`src/rtl/gpio_port_pkg.sv`:
```
// Package gpio_port_pkg
// Shared register identifiers and size codes for the GPIO port block.
// Assumes a 32-bit bus data path and a 4-byte register stride.
package gpio_port_pkg;

    localparam int BUS_W = 32;

    localparam logic [1:0] SZ_BYTE = 2'd0;
    localparam logic [1:0] SZ_HALF = 2'd1;
    localparam logic [1:0] SZ_WORD = 2'd2;

    typedef enum logic [3:0] {
        REG_FER    = 4'd0,
        REG_DATA   = 4'd1,
        REG_DSET   = 4'd2,
        REG_DCLR   = 4'd3,
        REG_DIRSET = 4'd4,
        REG_DIRCLR = 4'd5,
        REG_INEN   = 4'd6,
        REG_MUX    = 4'd7,
        REG_LVL    = 4'd8,
        REG_NONE   = 4'd15
    } reg_id_e;

endpackage

```
`src/rtl/gpio_bus_decode.sv`:
```
// Module gpio_bus_decode
// Maps a byte offset and size code to a register identifier and
// flags legal reads and writes. Purely combinational.
// Assumes registers on a 4-byte stride starting at offset 0.
module gpio_bus_decode
    import gpio_port_pkg::*;
#(
    parameter int ADDR_W = 6
) (
    input  logic [ADDR_W-1:0] addr,
    input  logic [1:0]        size,
    output reg_id_e           reg_id,
    output logic              legal_rd,
    output logic              legal_wr
);
    localparam int IDX_W = ADDR_W - 2;

    logic [IDX_W-1:0] idx;
    logic             aligned;
    logic             size_ok;

    assign idx     = addr[ADDR_W-1:2];
    assign aligned = (addr[1:0] == 2'b00);

    // Translate the word index into a register identifier.
    always_comb begin
        case (idx)
            IDX_W'(0): reg_id = REG_FER;
            IDX_W'(1): reg_id = REG_DATA;
            IDX_W'(2): reg_id = REG_DSET;
            IDX_W'(3): reg_id = REG_DCLR;
            IDX_W'(4): reg_id = REG_DIRSET;
            IDX_W'(5): reg_id = REG_DIRCLR;
            IDX_W'(6): reg_id = REG_INEN;
            IDX_W'(7): reg_id = REG_MUX;
            IDX_W'(8): reg_id = REG_LVL;
            default:   reg_id = REG_NONE;
        endcase
    end

    // The mux word needs a 4-byte access; everything else needs 2 bytes.
    always_comb begin
        size_ok  = (reg_id == REG_MUX) ? (size == SZ_WORD) : (size == SZ_HALF);
        legal_rd = aligned && (reg_id != REG_NONE) && size_ok;
        legal_wr = legal_rd && (reg_id != REG_LVL);
    end

endmodule

```
`src/rtl/gpio_in_sync.sv`:
```
// Module gpio_in_sync
// Two-flop synchronizer for pin levels followed by a per-pin gated
// capture register. A bit updates only while its accept bit is set.
// Assumes pin_in is asynchronous to clk.
module gpio_in_sync #(
    parameter int PINS = 16
) (
    input  logic            clk,
    input  logic            rst_n,
    input  logic [PINS-1:0] pin_in,
    input  logic [PINS-1:0] accept,
    output logic [PINS-1:0] level
);
    logic [PINS-1:0] sync1;
    logic [PINS-1:0] sync2;

    // Two-stage metastability filter.
    always_ff @(posedge clk) begin
        if (!rst_n) begin
            sync1 <= '0;
            sync2 <= '0;
        end else begin
            sync1 <= pin_in;
            sync2 <= sync1;
        end
    end

    // Per-pin capture, held while the pin is not admitted.
    for (genvar i = 0; i < PINS; i++) begin : g_cap
        always_ff @(posedge clk) begin
            if (!rst_n)         level[i] <= 1'b0;
            else if (accept[i]) level[i] <= sync2[i];
        end
    end

    AST_LVL_HOLD: assert property (@(posedge clk) disable iff (!rst_n)
        1'b1 |=> ((level ^ $past(level)) & ~$past(accept)) == '0);

endmodule

```
`src/rtl/gpio_reg_file.sv`:
```
// Module gpio_reg_file
// Holds the port registers, applies plain and set/clear writes, and
// produces the registered read data and error pulse.
// Assumes at most one of wr/rd per cycle; a write wins if both are high.
module gpio_reg_file
    import gpio_port_pkg::*;
#(
    parameter int PINS = 16
) (
    input  logic             clk,
    input  logic             rst_n,
    input  logic             wr,
    input  logic             rd,
    input  logic [BUS_W-1:0] wdata,
    input  reg_id_e          reg_id,
    input  logic             legal_rd,
    input  logic             legal_wr,
    input  logic [PINS-1:0]  level,
    output logic [PINS-1:0]  fer,
    output logic [PINS-1:0]  data,
    output logic [PINS-1:0]  dir,
    output logic [PINS-1:0]  inen,
    output logic [BUS_W-1:0] mux,
    output logic [BUS_W-1:0] rdata,
    output logic             err
);
    logic [PINS-1:0]  wbits;
    logic             do_wr;
    logic             do_rd;
    logic [BUS_W-1:0] rd_mux;

    assign wbits = wdata[PINS-1:0];
    assign do_wr = wr && legal_wr;
    assign do_rd = rd && !wr;

    // Register updates for plain, set and clear writes.
    always_ff @(posedge clk) begin
        if (!rst_n) begin
            fer  <= '0;
            data <= '0;
            dir  <= '0;
            inen <= '0;
            mux  <= '0;
        end else if (do_wr) begin
            case (reg_id)
                REG_FER:    fer  <= wbits;
                REG_DATA:   data <= wbits;
                REG_DSET:   data <= data | wbits;
                REG_DCLR:   data <= data & ~wbits;
                REG_DIRSET: dir  <= dir | wbits;
                REG_DIRCLR: dir  <= dir & ~wbits;
                REG_INEN:   inen <= wbits;
                REG_MUX:    mux  <= wdata;
                default:    ;
            endcase
        end
    end

    // Read selection; aliases return their underlying word.
    always_comb begin
        rd_mux = '0;
        case (reg_id)
            REG_FER:                      rd_mux[PINS-1:0] = fer;
            REG_DATA, REG_DSET, REG_DCLR: rd_mux[PINS-1:0] = data;
            REG_DIRSET, REG_DIRCLR:       rd_mux[PINS-1:0] = dir;
            REG_INEN:                     rd_mux[PINS-1:0] = inen;
            REG_MUX:                      rd_mux = mux;
            REG_LVL:                      rd_mux[PINS-1:0] = level;
            default:                      rd_mux = '0;
        endcase
    end

    // One-cycle response: error pulse and read data.
    always_ff @(posedge clk) begin
        if (!rst_n) begin
            err   <= 1'b0;
            rdata <= '0;
        end else begin
            err <= (wr && !legal_wr) || (do_rd && !legal_rd);
            if (do_rd) rdata <= legal_rd ? rd_mux : '0;
        end
    end

    AST_DSET_ORS: assert property (@(posedge clk) disable iff (!rst_n)
        (do_wr && reg_id == REG_DSET) |=> ((data & $past(wbits)) == $past(wbits)));

    AST_DIRCLR_CLEARS: assert property (@(posedge clk) disable iff (!rst_n)
        (do_wr && reg_id == REG_DIRCLR) |=> ((dir & $past(wbits)) == '0));

    AST_BAD_WR_NO_EFFECT: assert property (@(posedge clk) disable iff (!rst_n)
        (wr && !legal_wr) |=> ($stable(fer) && $stable(data) && $stable(dir)
                               && $stable(inen) && $stable(mux)));

    AST_ERR_AFTER_STROBE: assert property (@(posedge clk) disable iff (!rst_n)
        err |-> $past(wr || rd));

endmodule

```
`src/rtl/gpio_port_regs.sv`:
```
// Module gpio_port_regs
// Top of the GPIO port block: bus decode, register file, pin output
// logic and gated input synchronizer.
// Assumes PINS <= 32 and single-cycle bus strobes.
module gpio_port_regs
    import gpio_port_pkg::*;
#(
    parameter int PINS   = 16,
    parameter int ADDR_W = 6
) (
    input  logic              clk,
    input  logic              rst_n,
    input  logic [ADDR_W-1:0] bus_addr,
    input  logic [31:0]       bus_wdata,
    input  logic              bus_wr,
    input  logic              bus_rd,
    input  logic [1:0]        bus_size,
    output logic [31:0]       bus_rdata,
    output logic              bus_err,
    input  logic [PINS-1:0]   pin_in,
    output logic [PINS-1:0]   pin_out,
    output logic [PINS-1:0]   pin_oe,
    output logic [31:0]       mux_sel
);
    reg_id_e         reg_id;
    logic            legal_rd;
    logic            legal_wr;
    logic [PINS-1:0] fer;
    logic [PINS-1:0] data;
    logic [PINS-1:0] dir;
    logic [PINS-1:0] inen;
    logic [PINS-1:0] level;
    logic [PINS-1:0] accept;

    gpio_bus_decode #(.ADDR_W(ADDR_W)) u_dec (
        .addr     (bus_addr),
        .size     (bus_size),
        .reg_id   (reg_id),
        .legal_rd (legal_rd),
        .legal_wr (legal_wr)
    );

    gpio_reg_file #(.PINS(PINS)) u_regs (
        .clk      (clk),
        .rst_n    (rst_n),
        .wr       (bus_wr),
        .rd       (bus_rd),
        .wdata    (bus_wdata),
        .reg_id   (reg_id),
        .legal_rd (legal_rd),
        .legal_wr (legal_wr),
        .level    (level),
        .fer      (fer),
        .data     (data),
        .dir      (dir),
        .inen     (inen),
        .mux      (mux_sel),
        .rdata    (bus_rdata),
        .err      (bus_err)
    );

    // Pin drive and input admission per pin.
    always_comb begin
        pin_out = data & ~inen;
        pin_oe  = dir & ~inen;
        accept  = ~dir & inen & fer;
    end

    gpio_in_sync #(.PINS(PINS)) u_sync (
        .clk    (clk),
        .rst_n  (rst_n),
        .pin_in (pin_in),
        .accept (accept),
        .level  (level)
    );

endmodule

```
`config.mk`:
```
export PLATFORM = sky130hd
export DESIGN_NAME = gpio_port_regs
export DESIGN_NICKNAME = d
export VERILOG_FILES = /design/src/rtl/gpio_port_pkg.sv /design/src/rtl/gpio_bus_decode.sv /design/src/rtl/gpio_in_sync.sv /design/src/rtl/gpio_reg_file.sv /design/src/rtl/gpio_port_regs.sv
export SDC_FILE = /design/constraint.sdc
export NUM_CORES = 1
export LEC_CHECK = 0
export CORE_AREA = 2 2 132 134
export DETAILED_ROUTE_END_ITERATION = 6
export DIE_AREA = 0 0 134 136
export HOLD_SLACK_MARGIN = 0.12
export PLACE_DENSITY_LB_ADDON = 0.05
export SLEW_MARGIN = 5
export SYNTH_ARGS = -nofsm -noshare
export SYNTH_HDL_FRONTEND = slang
export SYNTH_HIERARCHICAL = 1
export SYNTH_SLANG_ARGS = --single-unit
```
`constraint.sdc`:
```
create_clock -name clk -period 1.9 [get_ports clk]
set_input_delay 0.19 -clock clk [delete_from_list [all_inputs] [get_ports clk]]
set_output_delay 0.19 -clock clk [all_outputs]
set_load 0.1 [all_outputs]
```
### Word level (Yosys, flattened, before mapping)

Memory sizes are Yosys's and may differ from the RTL's.
Cells that the tools add are included.

| cells by class | value |
|---|---|
| eq/ne operators | 12 |
| mux-type cells | 6 |
| bitwise gates (word level) | 11 |
| reductions and logical operators | 22 |

Operator list:

| cell | count |
|---|---|
| $and 16x16->16 | 6 |
| $pmux 16 s6 | 1 |
| $not 16->16 | 3 |
| $pmux 16 s3 | 1 |
| $mux 32 | 1 |
| $or 16x16->16 | 2 |
| $pmux 16 s2 | 1 |
| $eq 4x3->1 const B | 4 |
| $mux 16 | 1 |
| $reduce_and 2->1 | 5 |
| $eq 4x2->1 const B | 2 |
| $ne 4x4->1 const B | 2 |
| $logic_and 1x1->1 | 7 |
| $eq 4x1->1 const B | 1 |
| $eq 4x4->1 const B | 1 |
| $logic_not 4->1 | 1 |
| $logic_not 1->1 | 3 |
| $reduce_bool 3->1 | 1 |
| $reduce_or 3->1 | 1 |
| $eq 2x1->1 const B | 1 |
| $eq 2x2->1 const B | 1 |
| $logic_not 2->1 | 1 |
| $reduce_bool 2->1 | 1 |
| $reduce_or 2->1 | 1 |
| other kinds (2) | 2 |

| word-level totals | value |
|---|---|
| flip-flop bits (word level) | 177 |
| ROM bits | 64 |
| bits of input ports | 60 |
| word-level logic and storage cells | 77 |
| memories | 1 |

Memories:

| name | depth | bits a word | rd ports | clocked after Yosys merged registers in | wr ports | line | RTL |
|---|---|---|---|---|---|---|---|
| (name not given) | 16 | 4 | 1 | 0 | 0 | gpio_bus_decode.sv:27 | `case (idx)` |

### Longest topological paths before layout

Gate-level depths: netlist of run 1.
An unclocked memory read counts as a cell.

| logic depth | value |
|---|---|
| word-level depth | 8 |
| mapped depth | 9 |
| gate-level depth less buffers | 7 |

### By module

The synthesis of run 1 kept the hierarchy.

By module, submodules not included:

| module | times used | cells an instance | area an instance (um^2) | sequential area each (um^2) |
|---|---|---|---|---|
| gpio_reg_file | 1 | 661 | 5591.6 | 2582.5 |
| gpio_in_sync | 1 | 117 | 1525.2 | 960.9 |
| gpio_port_regs | 1 | 48 | 340.3 | 0.0 |
| gpio_bus_decode | 1 | 13 | 113.9 | 0.0 |

### Worst setup path after synthesis of run 1

OpenSTA, ideal clock, no wires.

| timing | value |
|---|---|
| path kind | input -> register |
| start point | input bus_addr[4] |
| end point | register u_regs.data[10] |
| library setup time | 132 ps |
| arrival | 1799 ps |
| required time | 1768 ps |
| setup slack | -31 ps |
| stages on the path | 8 |
| cells stage by stage | o31ai_4 > or2b_2 > or3b_1 > buf_2 > o2111a_2 > buf_6 > nand2_1 > a21oi_1 |

| between the ends | value |
|---|---|
| longest elaborated chain between the ends | 7 |

RTL lines:

| item | line | RTL |
|---|---|---|
| from (decl) | gpio_port_regs.sv:13 | `input logic [ADDR_W-1:0] bus_addr,` |
| $mem_v2 16x4 (*) | n/a |  |
| named net reg_id[2] | gpio_port_regs.sv:25 | `reg_id_e reg_id;` |
| $eq 4x3->1 or $ne 4x4->1 (tied branches) | gpio_bus_decode.sv:43, gpio_bus_decode.sv:44 |  |
| $mux 1 or $logic_and 1x1->1 (tied branches) | gpio_bus_decode.sv:43, gpio_bus_decode.sv:44 |  |
| $logic_and 1x1->1 | gpio_bus_decode.sv:44 | `legal_rd = aligned && (reg_id != REG_NONE) && size_ok;` |
| $logic_and 1x1->1 | gpio_bus_decode.sv:45 | `legal_wr = legal_rd && (reg_id != REG_LVL);` |
| $logic_and 1x1->1 | gpio_reg_file.sv:33 | `assign do_wr = wr && legal_wr;` |
| $reduce_and 2->1 (no source line) | n/a |  |
| to (signal assigned) | gpio_reg_file.sv:47 | `REG_DATA: data <= wbits;` |
| to (signal assigned) | gpio_reg_file.sv:48 | `REG_DSET: data <= data \| wbits;` |
| to (signal assigned) | gpio_reg_file.sv:49 | `REG_DCLR: data <= data & ~wbits;` |
| to (decl) | gpio_reg_file.sv:20 | `output logic [PINS-1:0] data,` |

Mark *: on every way through the listed nets, which the timed path passes. The rest lies on a longest branch.
A chain may end at the register's enable or synchronous reset.

### Worst setup path after layout of run 1

| timing | value |
|---|---|
| start point | input bus_addr[4] |
| end point | register u_regs.inen[5] |

| between the ends | value |
|---|---|
| longest elaborated chain between the ends | 7 |

RTL lines:

| item | line | RTL |
|---|---|---|
| $mem_v2 16x4 (*) | n/a |  |
| named net reg_id[0] | gpio_port_regs.sv:25 |  |
| $eq 4x3->1 or $ne 4x4->1 (tied branches) | gpio_bus_decode.sv:43, gpio_bus_decode.sv:44 |  |
| $mux 1 or $logic_and 1x1->1 (tied branches) | gpio_bus_decode.sv:43, gpio_bus_decode.sv:44 |  |
| $logic_and 1x1->1 | gpio_bus_decode.sv:44 |  |
| $logic_and 1x1->1 | gpio_bus_decode.sv:45 |  |
| $logic_and 1x1->1 | gpio_reg_file.sv:33 |  |
| $reduce_and 2->1 (no source line) (*) | n/a |  |
| to (signal assigned) | gpio_reg_file.sv:52 | `REG_INEN: inen <= wbits;` |
| to (decl) | gpio_reg_file.sv:22 | `output logic [PINS-1:0] inen,` |

Marked as above.

==> results of run 1 <==
-- how the worst max path moves through the flow --
stage / cells after the start / to / slack (ns)
2_1_floorplan: 8 / u_regs/inen[10]$_SDFFE_PN0P_ / -0.02
3_3_place_gp: 9 / u_regs/rdata[0]$_SDFFE_PN0P_ / -0.49
3_5_place_dp: 9 / flip-flop / -0.57
4_1_cts: 11 / u_regs/inen[6]$_SDFFE_PN0P_ / 0.03
5_1_grt: 11 / u_regs/inen[5]$_SDFFE_PN0P_ / -0.003
6_report: 9 / u_regs/inen[5]$_SDFFE_PN0P_ / 0.1
-- flip-flops by register name, summed over array words and instances, names as in the netlist, named ones only --
register      count
u_sync/sync1     16
u_sync/sync2     16
u_regs/rdata     32
u_regs/fer       16
u_regs/data      16
u_regs/mux       32
u_regs/inen      16
u_sync/level     16
u_regs/err        1
-- where the power goes --
part           switching (uW)  total (uW)  leakage (uW)  internal, uW
logic                     311         560       0.00229           248
registers                9.32        3750       0.00143          3740
clock network            1530        4010      0.000317          2480
-- per-layer routing --
layer,global-route usage (%),routed length [um],vias up
met5,0,0,-
met3,4.92,1210,30
li1,-,-,3255
met1,32.8,10200,3216
met2,40.4,10600,225
met4,7.09,368,0
-- synthesized netlist by cell type (all sizes together), types with 2 or more instances --
| cell type | n |
|---|---|
| dfxtp | 177 |
| nand2 | 112 |
| a21oi | 83 |
| nor2 | 67 |
| mux2i | 65 |
| nor2b | 51 |
| and2 | 35 |
| clkbuf | 34 |
| nand3b | 32 |
| buf | 28 |
| nand3 | 19 |
| o21ai | 17 |
| a22oi | 16 |
| a311oi | 16 |
| and3b | 16 |
| a31oi | 15 |
| o211ai | 15 |
| o21a | 15 |
| inv | 6 |
| nor3b | 3 |
| nor4 | 3 |
| nor3 | 2 |
| o31ai | 2 |
| or2b | 2 |
-- area by class of cell --
| class | instances | area share, % |
|---|---|---|
| sequential | 177 | 34.6 |
| inverter | 6 | 0.245 |
| multi-input combinational | 594 | 36.4 |
| timing repair buffer | 216 | 19.3 |
| clock buffer | 17 | 4.16 |
| tap | 225 | 2.75 |
| clock inverter | 15 | 2.48 |
-- per-stage QoR --
stage,util (%),setup WS [ns],hold slack (ns),power (uW),std cells
after detailed placement,56.2,-0.567,0.419,4390,1214
after floorplan,-,-0.0151,0.300,4080,839
after global routing,60.6,-0.00253,0.289,8560,1250
after global placement,56.2,-0.488,0.415,4390,1214
final,60.6,0.0963,0.286,8330,1250
after CTS,60.6,0.0311,0.278,8380,1250
-- worst reg2reg max path: cells and delay by family (launching register included) --
kind	cells	cell delay, ns
DFF	1	0.40
and+or+nand+nor	2	0.29
muxes	1	0.31
-- cell families after synthesis --
family          Yosys count  synth area share (%)
buf+inv                  68                  4.43
compound gates          182                  15.0
flops                   177                  46.8
simple gates            347                  25.1
mux                      65                  8.59
-- timing repair --
action                                 CTS  global route
hold buffers                             0             0
pin swaps                                3             3
gates cloned                             1             0
resized for setup                       12             1
endpoints found under the hold margin    0             0
setup endpoints to repair               98            67
buffers inserted                         3             0
==> impl_metrics.json, run 1 <==
{
  "crit_path_start_kind": "input port",
  "die_h_um": 136,
  "critPathMostFrequentCell": "buf_12",
  "io_pins": 157,
  "dr.pass1.iters": 5,
  "powerDensity_nw_per_um2": 814,
  "grt_max_degree": 56,
  "clk_path_buf_depth": 2,
  "status": "complete, no violations",
  "via_per_inst": 5.38,
  "track_usage_pct": 24.6,
  "postLayoutCellArea_um2": 10200,
  "slowest_delay_ns": 0.40,
  "cellLeakagePower_uw": 0.00403,
  "multiInputGateArea_um2": 3730,
  "synth_top_area_cell": "dfxtp_1",
  "layout_worst_path_cycle_share_pct": 94.9,
  "die_x_um": 134,
  "clkTransAtPathRegs_ns": 0.07,
  "tns_ns": 0,
  "synth_seq_area_share_pct": 46.8,
  "async_flop_share_pct": 0,
  "cp_top_family": "buffers and inverters",
  "die-area_um2": 18200,
  "cts_tree": "done",
  "drtIter0Drc": 376,
  "drtAntennaViolNets": 0,
  "synth_top_flop_cell": "dfxtp_1",
  "setup_violations": 0,
  "required_ns": 2.21,
  "clkLatencyLatePin_ns": 0.43,
  "numPortBuffers": 156,
  "regArea_um2": 3540,
  "fillers": 1469,
  "grt_pass1_vias": 6653,
  "netlist_area_um2": 7570,
  "htreeDepth": 4,
  "syn_to_final_growth_pct": 35.1,
  "worstPathArrival_ns": 2.12,
  "rows": 48,
  "place_congestion": 0.840,
  "path_cells": "dlygate4sd2_1 -> o31ai_4 -> or2b_2 -> buf_12 -> nor3_4 -> buf_6 -> buf_12 -> mux2i_2 -> nor2_1",
  "synthCells": 839,
  "final_common_cell": "dfxtp_1",
  "synth_edf_count": 0,
  "min_to": "u_sync/level[6]$_SDFFE_PN0P_",
  "drc": 0,
  "syn-num-nets": 899,
  "numCtsBuffers": 17,
  "path_buf_inv": 4,
  "worst_pin_slew_ns": 0.413,
  "hold_violations": 0,
  "cp-end-kind": "flip-flop",
  "netlist.area_leader.share_pct": 46.8,
  "initial_core_util_pct": 44.9,
  "critPathLaunch": "bus_addr[4]",
  "criticalPathCategory": "input port to flip-flop",
  "core_area_um2": 16900,
  "placed_cell_area_um2": 9490,
  "r2r_start": "u_regs/inen[0]$_SDFFE_PN0P_",
  "wl_per_cell_um": 17.9,
  "grt_pass1_wl_mm": 35.2,
  "skew_ns": 0.00529,
  "cap_viol_max_count": 0,
  "synth_seq_cells": 177,
  "timing.rr.end": "u_sync/level[0]$_SDFFE_PN0P_",
  "slew_headroom_pct": 72.5,
  "drive_above_1_share_pct": 21.2,
  "antenna_found_initial": 0,
  "min_period_ns": 1.80,
  "syn_avg_cell_area_um2": 9.02,
  "drt_wl_total_mm": 22.4,
  "clockRootBuffer": "clkbuf_16",
  "path_max_fanout": 6,
  "final_cell_mix": "177 x dfxtp_1, 137 x buf_4, 112 x nand2_1, 83 x a21oi_1, 66 x nor2_1",
  "final_nets": 1072,
  "cts_sinks": 177,
  "r2r_slack_ns": 0.79,
  "yosysUniqueCellTypes": 44,
  "fmax_mhz": 554,
  "yosysWarnings": 6,
  "insertedDiodeCount": 0,
  "grt.overflow.total": 0,
  "worst_hold_startpoint": "rst_n",
  "vdd_drop_max_mv": 0.647,
  "hold_path.class": "input port to flip-flop",
  "rr_worst_depth": 3,
  "place_hpwl_mm": 14.9,
  "slew_viol_final": 0,
  "vias": 6726,
  "cp_slowest_cell": "or2b_2",
  "whs_path_depth": 3,
  "synth.area.top_cells": "dfxtp_1 47%, mux2i_1 8.6%, nand2_1 5.6%, a21oi_1 5.5%, nor2b_1 3.6%"
}
No activity file was read; power rests on OpenSTA's default activity.
==> run 2, diff against run 1 <==
- CORE_AREA: 2 2 132 134 -> 2 2 128 130
- DIE_AREA: 0 0 134 136 -> 0 0 130 132
- SYNTH_HIERARCHICAL: 1 -> unset
==> run 2 against run 1 <==
Cell area is 5.0% lower. Power is 7.8% lower. Sequential power hardly changed. Critical path type unchanged. Wire length is 2.7% lower. Flip-flop and latch count stayed put. Clock-buffer cell count is 2 higher. Non-clock buffer count is 6 lower. Critical endpoint is now u_regs.rdata[16]$_SDFFE_PN0P_. Final cell count is 7.8% lower. Core utilization is 1.2 points higher. Die area is 5.8% lower. Maximum frequency is 1.4% higher.
==> impl_metrics.json, run 2 <==
{
  "status": "complete, no violations",
  "async_flop_share_pct": 0,
  "hold_buffers": 1,
  "crit_path_start_kind": "input port",
  "cellLeakagePower_uw": 0.00380,
  "cp_top_family": "buffers and inverters",
  "insertedDiodeCount": 0,
  "tns_ns": 0,
  "worst_pin_slew_ns": 0.557,
  "die_x_um": 130,
  "final_nets": 984,
  "numCtsBuffers": 17,
  "synthMostInstantiatedCell": "dfxtp_1",
  "grt.overflow.total": 0,
  "criticalPathCategory": "input port to flip-flop",
  "final_common_cell": "dfxtp_1",
  "placed_cell_area_um2": 9130,
  "rows": 46,
  "synth_seq_area_share_pct": 49.5,
  "via_per_inst": 5.45,
  "fin_util_pct": 61.8,
  "drive_above_1_share_pct": 20.5,
  "hold_path.class": "input port to flip-flop",
  "netlist.area_leader.share_pct": 49.5,
  "path_max_fanout": 16,
  "required_ns": 2.27,
  "syn-num-nets": 812,
  "postLayoutCellArea_um2": 9720,
  "numPortBuffers": 156,
  "largest_registers": "u_regs.mux (32), u_regs.rdata (32)",
  "cp_slowest_cell": "clkdlybuf4s50_1",
  "setup_violations": 0,
  "final_cell_mix": "177 x dfxtp_1, 164 x nand2_1, 133 x buf_4, 65 x mux2i_1, 58 x clkdlybuf4s50_1",
  "min_period_ns": 1.78,
  "post-cts-setup-buffers": 0,
  "place_hpwl_mm": 15.3,
  "cp-end-kind": "flip-flop",
  "grt_pass1_vias": 6072,
  "ys_top_cells_by_count": "177 x dfxtp_1, 164 x nand2_1, 65 x mux2i_1",
  "drtAntennaViolNets": 0,
  "cts_sinks": 177,
  "die-area_um2": 17200,
  "syn_to_final_growth_pct": 35.8,
  "skew_ns": 0.00815,
  "yosysWarnings": 0,
  "io_pins": 157,
  "critPathMostFrequentCell": "buf_4",
  "grt_pass1_wl_mm": 33.6,
  "synth_seq_cells": 177,
  "track_usage_pct": 25.6,
  "synth_top_area_cell": "dfxtp_1",
  "vias": 6286,
  "synthCells": 752,
  "grt_max_degree": 75,
  "powerDensity_nw_per_um2": 790,
  "yosysUniqueCellTypes": 40,
  "synth.area.top_cells": "dfxtp_1 50%, mux2i_1 9.1%, nand2_1 8.6%, nor2b_1 4.5%, a21boi_0 3.5%",
  "vdd_drop_max_mv": 0.780,
  "clkTransAtPathRegs_ns": 0.06,
  "die_h_um": 132,
  "drt_wl_total_mm": 21.8,
  "cts_tree": "done",
  "synth_top_flop_cell": "dfxtp_1",
  "hold_violations": 0,
  "slowest_delay_ns": 0.42,
  "slew_headroom_pct": 62.9,
  "worstPathArrival_ns": 2.14,
  "path_cells": "clkdlybuf4s50_1 -> buf_4 -> o31ai_1 -> nand4_1 -> buf_4 -> nor2_1 -> buf_4 -> a22o_1",
  "htreeDepth": 4,
  "initial_core_util_pct": 45.5,
  "layout_worst_path_cycle_share_pct": 93.7,
  "netlist_area_um2": 7150,
  "place_congestion": 0.861,
  "wl_per_cell_um": 18.9,
  "drc": 0,
  "core_area_um2": 15700,
  "rsz0062_at_grt": "no",
  "clockRootBuffer": "clkbuf_16",
  "antenna_found_initial": 1,
  "clk_path_buf_depth": 2,
  "drtIter0Drc": 648,
  "path_buf_inv": 4,
  "cap_viol_max_count": 0,
  "slew_viol_final": 0,
  "dr.pass1.iters": 7,
  "clkLatencyLatePin_ns": 0.42,
  "fmax_mhz": 562,
  "syn_avg_cell_area_um2": 9.51,
  "cts-resized-gates": 0,
  "synth_edf_count": 0,
  "fillers": 1343
}
-- run 2: cell types whose count changed after synthesis, sizes merged, moves of 17 or more --
cell    delta
nor2      -46
nand2     +52
a21boi    +33
nand3     -17
a21oi     -83
-- run 2: power by group --
part / switching, uW / total [uW] / internal [uW]
Sequential: 13.0 / 3760 / 3740
Combinational: 257 / 486 / 229
Clock: 1460 / 3430 / 1970
-- run 2: worst paths after layout --
check / startpoint / endpoint / slack, ns / cells after the start
worst max register to register: flip-flop / u_regs.rdata[3]$_SDFFE_PN0P_ / 0.92 / 2
worst min-delay path: bus_wdata[16] / u_regs.mux[16]$_SDFFE_PN0P_ / 0.32 / 3
worst max-delay path: bus_addr[3] / u_regs.rdata[16]$_SDFFE_PN0P_ / 0.12 / 8
worst min register to register: u_sync.sync1[13]$_SDFF_PN0_ / u_sync.sync2[13]$_SDFF_PN0_ / 0.43 / 1
-- run 2: cells by family after synthesis --
kind of cell | Yosys count | synth area share [%]
mux | 65 | 9.10
flops | 177 | 49.5
buf+inv | 57 | 3.48
simple gates | 302 | 21.2
xor+xnor | 1 | 0.122
compound gates | 150 | 16.5
-- run 2: cell type report --
class	count	area (um^2)	share of cell area (%)
clock buffer	19	443	4.56
tap	216	270	2.78
clock inverter	13	134	1.38
multi-input combinational	518	3380	34.7
sequential	177	3540	36.5
timing repair buffer	210	1950	20.1
-- run 2: per-stage QoR --
stage	setup slack, ns	hold WS [ns]	instances	power [uW]
final	0.120	0.324	1153	7680
after global routing	0.00554	0.312	1153	7940
after CTS	0.157	0.307	1153	7750
after detailed placement	-0.261	0.417	1120	4320
after global placement	-0.197	0.415	1120	4310
after floorplan	0.0178	0.317	752	4030
-- run 2: metal layers --
metal	vias to the layer above	track usage, %	wire [um]	share of wire (%)
met5	-	0	0	0
met4	0	9.44	458	2.1
met3	39	4.18	1510	6.9
met2	297	38.6	9760	45
met1	2958	36.7	10000	46
li1	2992	-	-	-
-- run 2: worst register-to-register path: stages, from the launching register on --
cell and delay (ns):
dfxtp_1 0.33, a222oi_1 0.35, a32oi_1 0.16
==> run 3, diff against run 2 <==
- CORE_AREA: 2 2 128 130 -> 2 2 132 134
- DIE_AREA: 0 0 130 132 -> 0 0 134 136
- SYNTH_HIERARCHICAL: unset -> 1
==> results of run 3 <==
Same layout as run 1: the final DEF is identical, and so are final timing and power.
